**src/rtl/irl_pkg.sv**
```systemverilog
package irl_pkg;
  localparam int SRC_N  = 5;
  localparam int LVL_W  = 4;
  localparam int VEC_W  = 8;
  localparam int ADDR_W = 8;
  localparam int VEC_BASE = 64;

  // effective vector bit order: 0 pwm, 1 cmd, 2 hblank, 3 vblank, 4 reset
  localparam int IDX_OFFSET = 3;

  localparam logic [ADDR_W-1:0] OFS_MASK   = 8'h00;
  localparam logic [ADDR_W-1:0] OFS_CLR_RS = 8'h14;
  localparam logic [ADDR_W-1:0] OFS_CLR_VB = 8'h16;
  localparam logic [ADDR_W-1:0] OFS_CLR_HB = 8'h18;
  localparam logic [ADDR_W-1:0] OFS_CLR_CM = 8'h1A;
  localparam logic [ADDR_W-1:0] OFS_CLR_PW = 8'h1C;

  typedef struct packed {
    logic rs;
    logic vb;
    logic hb;
    logic pw;
  } shared_t;

  typedef struct packed {
    logic rs;
    logic vb;
    logic hb;
    logic cm;
    logic pw;
    logic mask_we;
  } dec_t;

  // highest set bit index, scaled to an even level
  function automatic logic [LVL_W-1:0] irl_level(input logic [SRC_N-1:0] eff);
    logic [LVL_W-1:0] l;
    l = '0;
    for (int i = 0; i < SRC_N; i++)
      if (eff[i]) l = LVL_W'(2 * (i + IDX_OFFSET));
    return l;
  endfunction

  function automatic logic [VEC_W-1:0] irl_vector(input logic [LVL_W-1:0] lvl);
    return VEC_W'(VEC_BASE) + VEC_W'(lvl >> 1);
  endfunction
endpackage

```
**src/rtl/irl_regif.sv**
```systemverilog
module irl_regif
  import irl_pkg::*;
(
  input  logic              we_i,
  input  logic [ADDR_W-1:0] addr_i,
  output dec_t              dec_o
);
  always_comb begin
    dec_o = '0;
    if (we_i) begin
      unique case (addr_i)
        OFS_MASK:   dec_o.mask_we = 1'b1;
        OFS_CLR_RS: dec_o.rs      = 1'b1;
        OFS_CLR_VB: dec_o.vb      = 1'b1;
        OFS_CLR_HB: dec_o.hb      = 1'b1;
        OFS_CLR_CM: dec_o.cm      = 1'b1;
        OFS_CLR_PW: dec_o.pw      = 1'b1;
        default:    dec_o         = '0;
      endcase
    end
  end
endmodule

```
**src/rtl/irl_shared_latch.sv**
```systemverilog
module irl_shared_latch
  import irl_pkg::*;
#(
  parameter int NCPU = 2
) (
  input  logic    clk,
  input  logic    rst_n,
  input  shared_t set_i,
  input  shared_t clr_i [NCPU],
  output shared_t q_o
);
  shared_t clr_any;
  shared_t q;

  always_comb begin
    clr_any = '0;
    for (int c = 0; c < NCPU; c++) clr_any = clr_any | clr_i[c];
  end

  // a new event in the same cycle as an acknowledge is kept
  always_ff @(posedge clk) begin
    if (!rst_n) q <= '0;
    else        q <= (q & ~clr_any) | set_i;
  end

  assign q_o = q;


  set_wins_chk: assert property (@(posedge clk) disable iff (!rst_n)
    set_i.pw |=> q.pw);

  clr_pwm_chk: assert property (@(posedge clk) disable iff (!rst_n)
    (clr_any.pw && !set_i.pw) |=> !q.pw);

  hold_rs_chk: assert property (@(posedge clk) disable iff (!rst_n)
    (!clr_any.rs && !set_i.rs) |=> (q.rs == $past(q.rs)));
endmodule

```
**src/rtl/irl_cpu_core.sv**
```systemverilog
module irl_cpu_core
  import irl_pkg::*;
(
  input  logic             clk,
  input  logic             rst_n,
  input  shared_t          shared_i,
  input  dec_t             dec_i,
  input  logic [3:0]       mask_d_i,
  input  logic             host_we_i,
  input  logic             host_d0_i,
  output logic [LVL_W-1:0] lvl_o
);
  logic             cmd_q;
  logic [3:0]       mask_q;
  logic [SRC_N-1:0] eff;
  logic [LVL_W-1:0] lvl_q;
  logic             cmd_set;

  assign cmd_set = host_we_i & host_d0_i;

  always_ff @(posedge clk) begin
    if (!rst_n) begin
      cmd_q  <= 1'b0;
      mask_q <= '0;
    end else begin
      cmd_q <= (cmd_q & ~dec_i.cm) | cmd_set;
      if (dec_i.mask_we) mask_q <= mask_d_i;
    end
  end

  assign eff = {shared_i.rs,
                shared_i.vb & mask_q[3],
                shared_i.hb & mask_q[2],
                cmd_q       & mask_q[1],
                shared_i.pw & mask_q[0]};

  always_ff @(posedge clk) begin
    if (!rst_n) lvl_q <= '0;
    else        lvl_q <= irl_level(eff);
  end

  assign lvl_o = lvl_q;


  lvl_follow_chk: assert property (@(posedge clk) disable iff (!rst_n)
    $stable(eff) |=> $stable(lvl_q));

  rst_bypass_chk: assert property (@(posedge clk) disable iff (!rst_n)
    shared_i.rs |=> (lvl_q == 4'd14));

  lvl_range_chk: assert property (@(posedge clk) disable iff (!rst_n)
    (lvl_q != 4'd0) |-> (!lvl_q[0] && lvl_q >= 4'd6));

  cmd_set_chk: assert property (@(posedge clk) disable iff (!rst_n)
    cmd_set |=> cmd_q);
endmodule

```
**src/rtl/irl_accept.sv**
```systemverilog
module irl_accept
  import irl_pkg::*;
(
  input  logic             clk,
  input  logic             rst_n,
  input  logic [LVL_W-1:0] lvl_i,
  input  logic             req_i,
  input  logic [LVL_W-1:0] sr_imask_i,
  output logic             acc_o,
  output logic [VEC_W-1:0] vec_o,
  output logic [LVL_W-1:0] imask_o
);
  logic take;

  assign take = req_i && (lvl_i > sr_imask_i);

  always_ff @(posedge clk) begin
    if (!rst_n) begin
      acc_o   <= 1'b0;
      vec_o   <= '0;
      imask_o <= '0;
    end else begin
      acc_o <= take;
      if (take) begin
        vec_o   <= irl_vector(lvl_i);
        imask_o <= lvl_i;
      end
    end
  end


  acc_strict_chk: assert property (@(posedge clk) disable iff (!rst_n)
    acc_o |-> (imask_o > $past(sr_imask_i)));

  vec_match_chk: assert property (@(posedge clk) disable iff (!rst_n)
    acc_o |-> (vec_o == 8'd64 + {5'd0, imask_o[3:1]}));

  no_req_chk: assert property (@(posedge clk) disable iff (!rst_n)
    !req_i |=> !acc_o);
endmodule

```
**src/rtl/irl_ctrl.sv**
```systemverilog
module irl_ctrl
  import irl_pkg::*;
#(
  parameter int NCPU = 2
) (
  input  logic                   clk,
  input  logic                   rst_n,
  input  logic                   rst_evt_i,
  input  logic                   vblank_i,
  input  logic                   hblank_i,
  input  logic                   pwm_i,
  input  logic [NCPU-1:0]        host_we_i,
  input  logic [NCPU-1:0]        host_d0_i,
  input  logic [NCPU-1:0]        cpu_we_i,
  input  logic [NCPU*ADDR_W-1:0] cpu_addr_i,
  input  logic [NCPU*4-1:0]      cpu_wdata_i,
  input  logic [NCPU-1:0]        acc_req_i,
  input  logic [NCPU*LVL_W-1:0]  sr_imask_i,
  output logic [NCPU*LVL_W-1:0]  irl_o,
  output logic [NCPU-1:0]        acc_o,
  output logic [NCPU*VEC_W-1:0]  vec_o,
  output logic [NCPU*LVL_W-1:0]  new_imask_o
);
  shared_t set_w;
  shared_t clr_w [NCPU];
  shared_t shared_q;
  dec_t    dec_w [NCPU];

  assign set_w = '{rs: rst_evt_i, vb: vblank_i, hb: hblank_i, pw: pwm_i};

  irl_shared_latch #(.NCPU(NCPU)) u_shared (
    .clk(clk), .rst_n(rst_n), .set_i(set_w), .clr_i(clr_w), .q_o(shared_q)
  );

  for (genvar c = 0; c < NCPU; c++) begin : g_cpu
    logic [LVL_W-1:0] lvl_w;

    irl_regif u_dec (
      .we_i(cpu_we_i[c]), .addr_i(cpu_addr_i[c*ADDR_W +: ADDR_W]), .dec_o(dec_w[c])
    );

    assign clr_w[c] = '{rs: dec_w[c].rs, vb: dec_w[c].vb, hb: dec_w[c].hb, pw: dec_w[c].pw};

    irl_cpu_core u_core (
      .clk(clk), .rst_n(rst_n), .shared_i(shared_q), .dec_i(dec_w[c]),
      .mask_d_i(cpu_wdata_i[c*4 +: 4]), .host_we_i(host_we_i[c]),
      .host_d0_i(host_d0_i[c]), .lvl_o(lvl_w)
    );

    assign irl_o[c*LVL_W +: LVL_W] = lvl_w;

    irl_accept u_acc (
      .clk(clk), .rst_n(rst_n), .lvl_i(lvl_w), .req_i(acc_req_i[c]),
      .sr_imask_i(sr_imask_i[c*LVL_W +: LVL_W]), .acc_o(acc_o[c]),
      .vec_o(vec_o[c*VEC_W +: VEC_W]), .imask_o(new_imask_o[c*LVL_W +: LVL_W])
    );
  end
endmodule

```
**config.mk**
```make
export PLATFORM = sky130hd
export DESIGN_NAME = irl_ctrl
export DESIGN_NICKNAME = d
export VERILOG_FILES = /design/src/rtl/irl_pkg.sv /design/src/rtl/irl_regif.sv /design/src/rtl/irl_shared_latch.sv /design/src/rtl/irl_cpu_core.sv /design/src/rtl/irl_accept.sv /design/src/rtl/irl_ctrl.sv
export SDC_FILE = /design/constraint.sdc
export NUM_CORES = 1
export LEC_CHECK = 0
export CORE_AREA = 2 2 69 71
export CTS_BUF_LIST = sky130_fd_sc_hd__clkbuf_8 sky130_fd_sc_hd__clkbuf_16
export DETAILED_ROUTE_END_ITERATION = 8
export DIE_AREA = 0 0 71 73
export MAX_ROUTING_LAYER = met4
export PLACE_DENSITY = 0.77
export SLEW_MARGIN = 10
export SYNTH_ARGS = -nofsm -noshare
export SYNTH_HDL_FRONTEND = slang
export SYNTH_HIERARCHICAL = 1
export SYNTH_SLANG_ARGS = --single-unit
```
**constraint.sdc**
```tcl
create_clock -name clk -period 1.6 [get_ports clk]
set_input_delay 0.16 -clock clk [delete_from_list [all_inputs] [get_ports clk]]
set_output_delay 0.16 -clock clk [all_outputs]
set_load 0.1 [all_outputs]
```
; ---- Word-level counts from Yosys, hierarchy flattened
; Index checks and enable logic that the tools add are counted.
[op_classes]
addsub = 2
order_cmp = 2
n_eq_ne = 10
mux = 24
bitwise = 21
reduce_logical = 6
[op_table]
columns = op, count
row1 = $eq 8x5->1 const B, 10
row2 = $mux 4, 8
row3 = $add 7x3->8 const A, 2
row4 = $logic_not 8->1, 2
row5 = $and 1x1->1, 12
row6 = $mux 1, 12
row7 = $mux 6, 2
row8 = $reduce_or 5->1, 2
row9 = $gt 4x4->1, 2
row10 = $or 4x4->4, 2
row11 = $mux 3, 2
row12 = $and 4x4->4, 1
row13 = $not 4->4, 1
row14 = $not 1->1, 3
row15 = $logic_and 1x1->1, 2
row16 = $or 1x1->1, 2
[totals]
regBits = 48

; ---- Depth between registers and ports, before layout
; Gate-level depths: netlist (run 1).
[logic_depth]
depth_word = 7
depth_mapped = 7
ltp_nobuf = 6

; ---- Cells and area by module
; Netlist (run 1), hierarchy kept.
[by_module_without_submodules]
columns = mod, instances, cells_per_inst, area_each_um2, seq_area_each_um2
row1 = irl_accept, 2, 43, 380.4, 120.1
row2 = irl_cpu_core, 2, 34, 302.8, 160.2
row3 = irl_regif, 2, 12, 103.8, 0.0
row4 = irl_shared_latch, 1, 17, 171.4, 80.1

; ---- Worst setup path before layout (run 1)
; Ideal clock, no wire load.
[synth_path]
kind = register to register
from = register g_cpu[0].u_core.lvl_q[1]
to = register g_cpu[0].u_acc.acc_o
setup_ns = 0.116
arrival_ns = 1.933
required_time_ns = 1.484
slack_ns = -0.449
path_stages_with_launch = 6
n_path_buf = 0
period_less_slack_ns = 2.049
path_cell_list = dfxtp_1 > ha_1 > nor2b_1 > o211ai_2 > a21oi_4 > and2_2
[synth_between]
elab_chain_len = 2
[synth_lines]
columns = item, line_no
row1 = "start, declared", irl_cpu_core.sv:16  ; logic [LVL_W-1:0] lvl_q;
row2 = "start signal, assigned", irl_cpu_core.sv:39  ; else lvl_q <= irl_level(eff);
row3 = $gt 4x4->1, irl_accept.sv:15  ; assign take = req_i && (lvl_i > sr_imask_i);
row4 = $logic_and 1x1->1, irl_accept.sv:15
row5 = "end signal, assigned", irl_accept.sv:23  ; acc_o <= take;
row6 = "end, declared", irl_accept.sv:9  ; output logic acc_o,
; Every way passes these cells.
; A chain may end at the register's enable or synchronous reset.

; ---- Worst setup path in the final report (run 1)
[layout_path]
from = input port sr_imask_i[1]
to = register g_cpu[0].u_acc.vec_o[6]
[layout_between]
elab_chain_len = 2
[layout_lines]
columns = item, line_no
row1 = "start, declared", irl_ctrl.sv:18  ; input logic [NCPU*LVL_W-1:0] sr_imask_i,
row2 = $gt 4x4->1, irl_accept.sv:15
row3 = $logic_and 1x1->1, irl_accept.sv:15
row4 = "end signal, assigned", irl_accept.sv:25  ; vec_o <= irl_vector(lvl_i);
row5 = "end, declared", irl_accept.sv:10  ; output logic [VEC_W-1:0] vec_o,
; Every way passes these cells.

==> impl_metrics.csv, run 1 <==
group,metric,value,unit
finish,diodes,0,
placement,dp.cells,311,
yosys,syn-cell-area,0.00175,mm²
route,route.vias.total,1554,
critical_path,required_time_at_the_worst_slack_endpoint,1.77,ns
yosys,asyncSetResetFlopFracSynth,0,%
yosys,synth.yosys.seq_area_share,36.7,%
hold_path,hold_path_class,"in2reg",
clocking,cts.root.buffer_cell,"sky130_fd_sc_hd__clkbuf_8",
grt,grt_pass1_wl,6330,µm
sta,timing.final.max_slew_violations,0,
route,first_iter_violations,47,
floorplanning,fp-row-count,25,
clocking,ctsLongestPathBuffers,2,
yosys,synth-edff-count,0,
floorplanning,floorplan.core_area,0.00454,mm²
yosys,synth_area_leaders,"sky130_fd_sc_hd__dfxtp_1, sky130_fd_sc_hd__mux2i_1, sky130_fd_sc_hd__nand2_1",
power_and_ir_drop,vdd_ir_drop_max,0.315,mV
clocking,clkTransAtPathRegs,0.06,ns
grt,overflow,0,
placement,hpwl_reported_at_the_end_of_detailed_placement,3210,µm
route,via_per_inst,4.86,
finish,finish.net_count,319,
grt,first_global_vias,1579,
floorplanning,floorplan.initialDensity,38.5,%
clocking,clock_insertion_delay_worst_skew,0.27,ns
floorplanning,io_pins,80,
floorplanning,die_height,73,µm
sta,rsz0062_at_grt,"yes",
critical_path,worstRegToRegCells,6,
route,post_drt_wl_per_cell,11.9,µm
placement,gp_congestion,0.756,
critical_path,crit_type,"in2reg",
sta,final_worst_setup_slack,0.0382,ns
sta,timing.final.setup_violations,0,
yosys,syn_avg_cell_area,8.95,µm²
finish,fillerInstances,359,
critical_path,cp.arrival,1.73,ns
power_and_ir_drop,total_leakage_power,1.10,nW
critical_path,r2r_setup_slack,0.09,ns
yosys,count_of_cell_types_in_the_netlist,30,
yosys,netlist.area_leader.share,36.7,%
grt,track_usage,15.7,%
yosys,postSynthCellCount,195,
floorplanning,dieArea,0.00518,mm²
critical_path,critical_path.max_fanout,6,
sta,final_hold_violation_count,0,
route,wirelength,3810,µm
hold_path,worstHoldPathCells,3,
yosys,count_of_synthesis_stage_warnings_from_yosys,6,
grt,antenna_found_initial,0,
floorplanning,fp.dieW,71,µm
hold_path,holdCritStartpoint,"host_d0_i[1]",
grt,largest_net_degree_at_the_start_of_global_routing,22,
placement,portBuffers,69,
yosys,synth_top_area_cell,"sky130_fd_sc_hd__dfxtp_1",
yosys,synthFlopType,"sky130_fd_sc_hd__dfxtp_1",
clocking,cts_inserted_buffers,5,
yosys,netlist_top_cells_count,"sky130_fd_sc_hd__nand2_1, sky130_fd_sc_hd__dfxtp_1, sky130_fd_sc_hd__buf_4, sky130_fd_sc_hd__mux2i_1",
critical_path,end_kind,"flip-flop",
sta,clock_skews,0.00402,ns
placement,place_ws,-0.200,ns
finish,syn_to_final_growth,61.1,%
yosys,synth_seq_cells,32,
route,remaining_drc_errors,0,
finish,layout-drive-gt1-share,23.3,%
clocking,htree_num_levels,2,
critical_path,worstReg2RegStart,"g_cpu[0].u_core/lvl_o[1]",
clocking,tritoncts,"done",
sta,final_worst_path_period_share,97.6,%
clocking,sink_count_of_the_clock_tree,32,
power_and_ir_drop,power.density_cell_area,784,mW/mm²
finish,layoutNonFillerInstCount,320,
power_and_ir_drop,total_power,0.00221,W
sta,min_period,1.56,ns
yosys,post-synth-top-count-cell,"sky130_fd_sc_hd__nand2_1",
flow_run,max_cap_viol_count,0,
route,final_antenna_net_count,0,
status,result_of_the_run,"completed",
hold_path,hold_path_end,"g_cpu[1].u_core/cmd_q",
route,detailedRoute.firstPassIterationCount,4,
sta,highest_clock_rate,0.640,GHz
sta,setup_tns,0,ns
critical_path,worst_r2r_endpoint,"g_cpu[0].u_acc/vec_o[6]",
critical_path,critical_path.startpoint_type,"input pin",
==> cell usage in the layout (no fill, tap or decap) <==
cell type,synthesis,final
sky130_fd_sc_hd__clkdlybuf4s50_1,0,45
sky130_fd_sc_hd__nand2_1,36,36
sky130_fd_sc_hd__dfxtp_1,32,26
sky130_fd_sc_hd__buf_12,0,25
sky130_fd_sc_hd__mux2i_1,16,16
sky130_fd_sc_hd__inv_1,10,12
sky130_fd_sc_hd__a21oi_1,10,10
sky130_fd_sc_hd__conb_1,4,10
sky130_fd_sc_hd__ha_1,8,8
sky130_fd_sc_hd__buf_4,16,8
sky130_fd_sc_hd__nor2_1,8,8
sky130_fd_sc_hd__nor4_1,8,8
sky130_fd_sc_hd__clkbuf_8,0,6
sky130_fd_sc_hd__dfxtp_4,0,6
sky130_fd_sc_hd__nand3_1,4,4
sky130_fd_sc_hd__nand3b_1,4,4
sky130_fd_sc_hd__nor4b_2,4,4
sky130_fd_sc_hd__o31ai_2,4,4
sky130_fd_sc_hd__o211ai_2,2,2
sky130_fd_sc_hd__nand4_1,2,2
sky130_fd_sc_hd__a21oi_4,2,2
sky130_fd_sc_hd__o21a_1,2,2
sky130_fd_sc_hd__and2_2,2,2
sky130_fd_sc_hd__o21ai_0,2,2
sky130_fd_sc_hd__o22ai_1,2,2
sky130_fd_sc_hd__nand2b_1,2,2
sky130_fd_sc_hd__a31oi_1,2,2
sky130_fd_sc_hd__or4b_4,2,2
sky130_fd_sc_hd__nor3_1,2,2
sky130_fd_sc_hd__and4b_1,2,2
sky130_fd_sc_hd__nor2b_2,0,1
sky130_fd_sc_hd__nor2b_1,2,1
==> per-stage QoR <==
| stage | instance area [µm²] | hold WS [ns] | utilization [%] |
|---|---|---|---|
| 3_3_place_gp | 2710 | 0.459 | 59.8 |
| 5_1_grt | 2810 | 0.472 | 62.0 |
| 4_1_cts | 2800 | 0.451 | 61.8 |
| 2_1_floorplan | 1790 | 0.278 | - |
| 6_report | 2810 | 0.449 | 62.0 |
| 3_5_place_dp | 2710 | 0.466 | 59.8 |
==> cell type report <==
| cell class | count | area, µm² | share of cell area [%] |
|---|---|---|---|
| flip-flops and latches | 32 | 663 | 23.6 |
| clock buffers | 6 | 82.6 | 2.94 |
| multi-input cells | 138 | 943 | 33.5 |
| well taps | 54 | 67.6 | 2.40 |
| inverters | 10 | 37.5 | 1.33 |
| clock inverters | 2 | 7.51 | 0.267 |
| repair buffers | 78 | 1010 | 35.9 |
==> registers in the layout (all words and copies together) (netlist names) <==
signal,cells
g_cpu.u_core/mask_q,8
g_cpu.u_acc/imask_o,6
g_cpu.u_core/lvl_o,6
g_cpu.u_acc/vec_o,4
u_shared/q_o,4
g_cpu.u_acc/acc_o,2
g_cpu.u_core/cmd_q,2
==> worst max-delay path, cell delays in order <==
cell	delay [ns]
sky130_fd_sc_hd__clkdlybuf4s50_1	0.46
sky130_fd_sc_hd__inv_1	0.04
sky130_fd_sc_hd__ha_1	0.29
sky130_fd_sc_hd__nor2b_2	0.16
sky130_fd_sc_hd__o211ai_2	0.18
sky130_fd_sc_hd__a21oi_4	0.12
sky130_fd_sc_hd__buf_4	0.16
sky130_fd_sc_hd__o21a_1	0.15
==> timing repair <==
| action | CTS | global route |
|---|---|---|
| resized for setup | 0 | 1 |
| endpoints found under the setup margin | 0 | 1 |
| setup buffers | 0 | 1 |
| hold buffers | 0 | 0 |
==> cells by family (layout without fill, tap and decap cells) <==
group,count (synthesis),after routing,share of synthesized area (%)
mux,16,16,9.18
compound gates,26,26,11.9
simple gates,78,78,24.9
buf+inv,31,96,10.7
fa+ha+maj,8,8,5.73
other cells,4,10,0.860
flops,32,32,36.7
==> power by group <==
group          switching [W]  internal (W)  total (W)
registers          0.0000447      0.000832   0.000877
clock network       0.000268      0.000338   0.000606
logic               0.000437      0.000287   0.000724
==> per-layer routing <==
metal	vias to the layer above	GRT usage (%)	wire length, µm
li1	791	-	-
met1	711	15.4	1560
met2	50	30.3	2020
met3	2	3.59	203
met4	0	5.66	23
met5	-	-	0
==> worst max path at each step <==
stage | start | endpoint | slack (ns) | cells past startpoint
6_report | sr_imask_i[1] | g_cpu[0].u_acc/vec_o[6] | 0.04 | 8
5_1_grt | sr_imask_i[1] | g_cpu[0].u_acc/vec_o[6] | -0.02 | 8
4_1_cts | sr_imask_i[1] | g_cpu[0].u_acc/imask_o[1] | 0.09 | 7
3_5_place_dp | sr_imask_i[1] | g_cpu[0].u_acc/imask_o[1] | -0.20 | 7
3_3_place_gp | cpu_addr_i[5] | u_shared/q_o[3] | -0.16 | 4
2_1_floorplan | g_cpu[0].u_acc/imask_o[1] | vec_o[0] | 0.07 | 1
Note: power is estimated with default switching activity, not from simulation.
==> run 2: changes to the inputs <==
CAP_MARGIN = 20   (was unset)
==> results of run 2 <==
No change in the layout: final DEF, timing and power equal those of run 1.
